$ cat config.mk
export PLATFORM = sky130hd
export DESIGN_NAME = tri_src_alu
export DESIGN_NICKNAME = d
export VERILOG_FILES = /design/src/rtl/tri_src_alu.sv
export SDC_FILE = /design/constraint.sdc
export NUM_CORES = 2
export LEC_CHECK = 0
export ABC_AREA = 0
export BUFFER_PORTS_ARGS = -buffer_cell sky130_fd_sc_hd__buf_2
export CAP_MARGIN = 40
export CELL_PAD_IN_SITES_DETAIL_PLACEMENT = 0
export CELL_PAD_IN_SITES_GLOBAL_PLACEMENT = 2
export CORE_ASPECT_RATIO = 1.4
export CORE_MARGIN = 2
export CORE_UTILIZATION = 40
export CTS_BUF_LIST = sky130_fd_sc_hd__clkbuf_4
export CTS_CLUSTER_SIZE = 20
export DETAILED_ROUTE_END_ITERATION = 8
export HOLD_SLACK_MARGIN = 0.06
export MAX_ROUTING_LAYER = met4
export PLACE_DENSITY_LB_ADDON = 0.1
export SYNTH_ARGS = -nofsm -noshare
export SYNTH_HDL_FRONTEND = slang
export SYNTH_SLANG_ARGS = --single-unit
$ cat constraint.sdc
create_clock -name clk -period 19 [get_ports clk]
set_input_delay 2.85 -clock clk [delete_from_list [all_inputs] [get_ports clk]]
set_output_delay 2.85 -clock clk [all_outputs]
set_load 0.01 [all_outputs]
$ cat src/rtl/tri_src_alu.sv
module tri_src_alu #(
  parameter int DATA_W  = 32,
  parameter int OPC_W   = 9,
  parameter int MUL_W   = 16,
  parameter bit REG_OUT = 1'b1
) (
  input  logic              clk,
  input  logic              rst_n,
  input  logic              in_valid,
  input  logic [OPC_W-1:0]  opcode,
  input  logic [DATA_W-1:0] src_a,
  input  logic [DATA_W-1:0] src_b,
  input  logic [DATA_W-1:0] src_c,
  output logic              out_valid,
  output logic              out_illegal,
  output logic [DATA_W-1:0] out_result
);
  localparam int SH_W = $clog2(DATA_W);
  localparam logic [OPC_W-1:0] OP_MAD_U = OPC_W'(497);
  localparam logic [OPC_W-1:0] OP_MAD_S = OPC_W'(498);
  localparam logic [OPC_W-1:0] OP_XADD  = OPC_W'(499);
  localparam logic [OPC_W-1:0] OP_SHADD = OPC_W'(509);
  localparam logic [OPC_W-1:0] OP_ADDSH = OPC_W'(510);
  localparam logic [OPC_W-1:0] OP_ADD3  = OPC_W'(511);

  logic [DATA_W-1:0]         sum_ab;
  logic [2*MUL_W-1:0]        uprod;
  logic signed [2*MUL_W-1:0] sprod;
  logic [DATA_W-1:0]         res;
  logic                      legal;

  assign sum_ab = src_a + src_b;
  assign uprod  = src_a[MUL_W-1:0] * src_b[MUL_W-1:0];
  assign sprod  = $signed(src_a[MUL_W-1:0]) * $signed(src_b[MUL_W-1:0]);

  always_comb begin
    legal = 1'b1;
    res   = '0;
    case (opcode)
      OP_ADD3:  res = sum_ab + src_c;
      OP_ADDSH: res = sum_ab << src_c[SH_W-1:0];
      OP_SHADD: res = (src_a << src_b[SH_W-1:0]) + src_c;
      OP_XADD:  res = (src_a ^ src_b) + src_c;
      OP_MAD_U: res = DATA_W'(uprod) + src_c;
      OP_MAD_S: res = DATA_W'(sprod) + src_c;
      default:  legal = 1'b0;
    endcase
  end

  generate
    if (REG_OUT) begin : g_reg
      always_ff @(posedge clk) begin
        if (!rst_n) begin
          out_valid   <= 1'b0;
          out_illegal <= 1'b0;
          out_result  <= '0;
        end else begin
          out_valid   <= in_valid;
          out_illegal <= in_valid & ~legal;
          if (in_valid) out_result <= res;
        end
      end
    end else begin : g_comb
      assign out_valid   = in_valid;
      assign out_illegal = in_valid & ~legal;
      assign out_result  = res;
    end
  endgenerate
endmodule


# After elaboration in Yosys (flattened, before gate mapping)
# Cells that the tools add are included.
dict set report word_totals {
  regBits 34
  latch_bits 0
  ramBits 0
  rom_bits 0
  inputBits 108
  wordCells 25
  n_memories 0
}
dict set report op_classes {
  add_sub_neg 6
  mul 2
  n_div 0
  n_lt_le_gt_ge 0
  eq_ne 6
  shift 2
  n_mux 2
  bitwise_logic 3
  n_reduce_logical 1
}
# operator n
set op_table {}
lappend op_table {{$add 32x32->32} 6}
lappend op_table {{$pmux 32 s6} 1}
lappend op_table {{$mul 16x16->32} 2}
lappend op_table {{$shl 32x5->32} 2}
lappend op_table {{$eq 9x9->1 const B} 6}
lappend op_table {{$xor 32x32->32} 1}
lappend op_table {{$reduce_or 6->1} 1}
lappend op_table {{$and 1x1->1} 1}
lappend op_table {{$mux 1} 1}
lappend op_table {{$not 1->1} 1}

# Logic depth before layout (Yosys ltp)
dict set report logic_depth {
  word_depth 5
  mapped_depth 29
}

# Least setup slack after synthesis
# OpenSTA, ideal clock, no wires.
dict set report synth_path {
  path_kind {input to register}
  start {in src_b[1]}
  end {reg out_result[27]}
  arrival_time_ns 10.147
  slack_ns 8.735
  path_stages 28
  path_cell_list {clkbuf_1 buf_1 clkbuf_1 clkbuf_1 clkbuf_1 nand2_1 inv_1 fa_1 fa_1 inv_1 fa_1 inv_1 fa_1 fa_1 inv_1 fa_1 inv_1 ha_1 clkbuf_1 and3_1 nand3_1 o32ai_1 a41oi_1 nand2b_1 xnor2_1 o22ai_1 or4_1 o221a_1}
}
dict set report synth_via {
  elab_chain_cells 3
  word_cells_on_any_way 12
  classes_between {add/sub: 6; mul: 2; shift: 2; mux: 1; bitwise: 1}
}
# item line_no
set synth_rtl {}
lappend synth_rtl {{start, declared} 12} ;# input logic [DATA_W-1:0] src_b,
lappend synth_rtl {{$mul 16x16->32 (tied with other cells)} 34} ;# assign sprod = $signed(src_a[MUL_W-1:0]) * $signed(src_b[MUL_W-1:0]);
lappend synth_rtl {{$add 32x32->32 (tied with other cells)} 45} ;# OP_MAD_S: res = DATA_W'(sprod) + src_c;
lappend synth_rtl {{$pmux 32 s6 *} 39} ;# case (opcode)
lappend synth_rtl {{end signal, assigned} 60} ;# if (in_valid) out_result <= res;
lappend synth_rtl {{end, declared} 16} ;# output logic [DATA_W-1:0] out_result
# Every way passes the cells marked *; elsewhere a longest branch is shown, timed or not.
# A chain may end at the register's enable or synchronous reset.

# Worst setup path in the final report
dict set report layout_path {
  start {in src_a[9]}
  end {reg out_result[27]}
}
dict set report layout_via {
  elab_chain_cells 3
  word_cells_on_any_way 12
  classes_between {add/sub: 6; mul: 2; shift: 2; mux: 1; bitwise: 1}
}
# item line_no
set layout_rtl {}
lappend layout_rtl {{start, declared} 11} ;# input logic [DATA_W-1:0] src_a,
lappend layout_rtl {{$mul 16x16->32 (tied with other cells)} 34}
lappend layout_rtl {{$add 32x32->32 (tied with other cells)} 45}
lappend layout_rtl {{$pmux 32 s6 *} 39}
# Marked as above.

==> reports/qor_table.md <==
| Group | Quantity | This run |
|---|---|---|
| setup path | Critical path data required time | 19.27 ns |
| clocking | Clock buffer count from CTS | 5 |
| drt | Via total after detailed routing | 24100 |
| sta | Skew final | 0 ns |
| drt | WL/cell | 26.9 microns |
| clocking | Count of instances resized after the clock tree is built | 0 |
| sta | Final clock period utilization by the worst path | 52.6% |
| clocking | Clock-pin slew of the registers on the worst-case setup and hold paths | 0.13 ns |
| setup path | Category of the worst setup path launch point | primary input |
| setup path | Highest fanout seen on the critical path | 21 |
| clocking | Post-CTS Hold Buffers | 0 |
| setup path | Arrival time of data at the critical path endpoint | 10.27 ns |
| clocking | Library cell used as clock root buffer | clkbuf_4 |
| drt | First-pass DRT Iterations | 7 |
| placed design | Buffers added on ports | 141 |
| clocking | # clock sinks | 34 |
| finish | Leading cell type in the layout, fill and taps excluded | inv_1 |
| synthesis | Register area share after synthesis | 2.59% |
| run | Number of violations of the max-capacitance limit | 0 |
| min path | Class of the tightest hold or removal check | flip-flop to flip-flop |
| sta | Final worst path period need | 10.0 ns |
| drt | Detail-routed via count per cell | 5.85 |
| synthesis | Synth Area per Inst | 8.15 sq um |
| synthesis | Post-synth top flop | dfxtp_1 |
| floorplan | Number of top-level pins | 142 |
| drt | Antenna violation net count after detailed routing | 0 |
| grt | Via count of the first global-routing pass | 25300 |
| finish | Final net count | 4032 |
| sta | Setup repair after global routing missed its margin | false |
| floorplan | Count of standard-cell rows | 111 |
| floorplan | Std-Cell Core Area | 65300 sq um |
| synthesis | Biggest area consumer among synthesized cells | fa_1 |
| setup path | Critical Path Sink Type | flip-flop |
| sta | Number of max-slew violations in the final report | 0 |
| clocking | Clk buf depth | 2 |
| grt | Antenna violations before repair | 2 |
| synthesis | Post-synth EDFFs | 0 |
| drt | Detailed router's first-iteration violation count | 1875 |
| finish | Commonest non-fill, non-tap cells in the layout | inv_1 (667), fa_1 (429), nand2_1 (321), ha_1 (230), a21oi_1 (151) |
| clocking | CTS tree | yes |
| run status | Outcome | completed |
| finish | Number of standard cells in the final layout excluding fillers | 4114 |
| clocking | Total setup buffers inserted after CTS | 0 |
| grt | Maximum number of pins on one net before global-route repair | 65 |
| synthesis | Syn Nets | 3990 |
| sta | Max transition margin | 38.7% |
| finish | Ratio of cells with drive above 1 in the final layout | 8.79% |
| placed design | Weighted congestion at the end of routability-driven global placement | 0.969 |
| finish | Area delta synth->final | 6.21% |
| sta | Final number of hold-violating endpoints | 0 |
| synthesis | Distinct cell type count after synthesis | 98 |
| synthesis | Register bit total from synthesis | 34 |
| clocking | CTS H-tree lvls | 2 |
| synthesis | Share of the synthesized area in the top cell type | 32.7% |
| placed design | Count of placed standard cells including taps | 4105 |
| sta | Final total negative setup slack | 0 ns |
| floorplan | Overall die height | 307 microns |
| floorplan | Initial standard-cell utilization of the core | 40.3% |
| grt | Congestion Overflow GR | 0 |
| drt | Count of unresolved DRC violations after routing | 0 |
| placed design | HPWL after detailed placement | 91.7 mm |
| grt | Total global routing track utilization | 34.3% |
| synthesis | Most area-consuming cells after synthesis | fa_1 (33%), ha_1 (11%), inv_1 (9.5%) |
| sta | Max Fclk | 100 MHz |
| sta | Setup violations, final | 0 |
| floorplan | Die X-Extent | 221 microns |
| sta | Transition time at the pin with the least slew margin | 0.912 ns |
| drt | Aggregate routed wire length | 111 mm |
| setup path | Type of the worst setup path | primary input to flip-flop |
| clocking | Clock network latency to the later pin of the worst-skew pair | 0.36 ns |
| synthesis | YS warnings | 0 |
| synthesis | Cell Area, Synth | 26300 sq um |
| grt | First-pass GRT wire length | 165 mm |
| floorplan | Total die area | 67800 sq um |
| synthesis | Async set or reset register ratio after synthesis | 0% |
| finish | Fill cell total of the finished layout | 6885 |
| synthesis | Gate Count Post-Synth | 3223 |
## routing by layer
metal | vias to the layer above | GRT usage (%) | wire [microns]
met2 | 907 | 59.4 | 55900
met3 | 184 | 2.52 | 5590
li1 | 10700 | - | -
met1 | 12300 | 41.8 | 44100
met4 | 0 | 12.4 | 5080
met5 | - | - | 0
## critical path: stages
cell	delay [ns]
buf_2	0.51
ha_1	0.49
inv_1	0.14
fa_1	0.47
fa_1	0.55
fa_1	0.51
inv_1	0.05
fa_1	0.49
fa_1	0.51
inv_1	0.06
fa_1	0.47
inv_1	0.04
ha_1	0.34
a21o_1	0.20
a21o_1	0.16
a21o_1	0.24
a211oi_1	0.49
a21oi_1	0.29
nor3_1	0.29
xor2_1	0.19
o22ai_1	0.18
or4_1	0.51
o221a_1	0.23
## worst paths after layout
kind	slack [ns]	start	cells after the start	to
worst max-delay path	9.00	src_a[9]	23	out_result[27]$_SDFFE_PN0P_
worst min-delay path	0.46	out_result[9]$_SDFFE_PN0P_	2	out_result[9]$_SDFFE_PN0P_
worst max register to register	16.90	out_result[31]$_SDFFE_PN0P_	7	out_result[31]$_SDFFE_PN0P_
worst min register to register	0.46	out_result[9]$_SDFFE_PN0P_	2	out_result[9]$_SDFFE_PN0P_
## cell usage after synthesis, drive strengths merged (12+ instances only)
library cell	instances
mux2i	51
o221ai	16
a21oi	152
a22oi	14
xor2	42
or2	18
nor3	46
a21o	57
and3	24
o21bai	15
fa	429
o211ai	27
nand4	12
nand2	321
a211oi	29
inv	667
buf	22
o31ai	17
ha	230
o22ai	20
clkbuf	132
a221oi	16
nor2	140
mux2	13
nor2b	26
a31oi	36
and2	114
nand3	48
xnor2	80
o21ai	104
nand2b	30
o21a	24
mux4	32
o311ai	13
dfxtp	34
## cells by family (layout without fill, tap and decap cells)
family | after synthesis | count (layout) | synth area share, %
other | 0 | 2 | 0
AO/OA/AOI/OAI | 660 | 660 | 17.5
multiplexers | 96 | 96 | 5.26
buffers and inverters | 825 | 867 | 11.9
AND/OR/NAND/NOR | 827 | 827 | 15.1
adder cells (fa/ha/maj) | 659 | 659 | 43.6
XOR/XNOR | 122 | 122 | 4.10
flip-flops | 34 | 34 | 2.59
## per-stage QoR
step / utilization [%] / instance area (sq um) / setup WS, ns / hold slack (ns)
after detailed placement: 42.7 / 27900 / 8.64 / 0.442
after global placement: 42.5 / 27700 / 8.56 / 0.434
after floorplan: - / 26300 / 8.73 / 0.483
after global routing: 42.8 / 27900 / 8.82 / 0.520
final: 42.8 / 27900 / 9.00 / 0.463
after CTS: 42.7 / 27900 / 9.01 / 0.472
## flip-flops by register name, indices dropped and copies added (netlist names)
| name | flops |
|---|---|
| out_illegal | 1 |
| out_result | 32 |
| out_valid | 1 |
## cell type report
type / count / area (sq um) / area share (%)
antenna: 2 / 5.00 / 0.0179
clock buffer: 5 / 37.5 / 0.135
clock inverter: 2 / 10.0 / 0.0359
inverter: 671 / 2520 / 9.03
multi-input combinational: 2364 / 22500 / 80.6
sequential: 34 / 681 / 2.44
tap: 847 / 1060 / 3.80
timing repair buffer: 189 / 1090 / 3.91
Power is not shown: default switching activity piles up to over one toggle a cycle in this logic, so the estimate is an artifact.
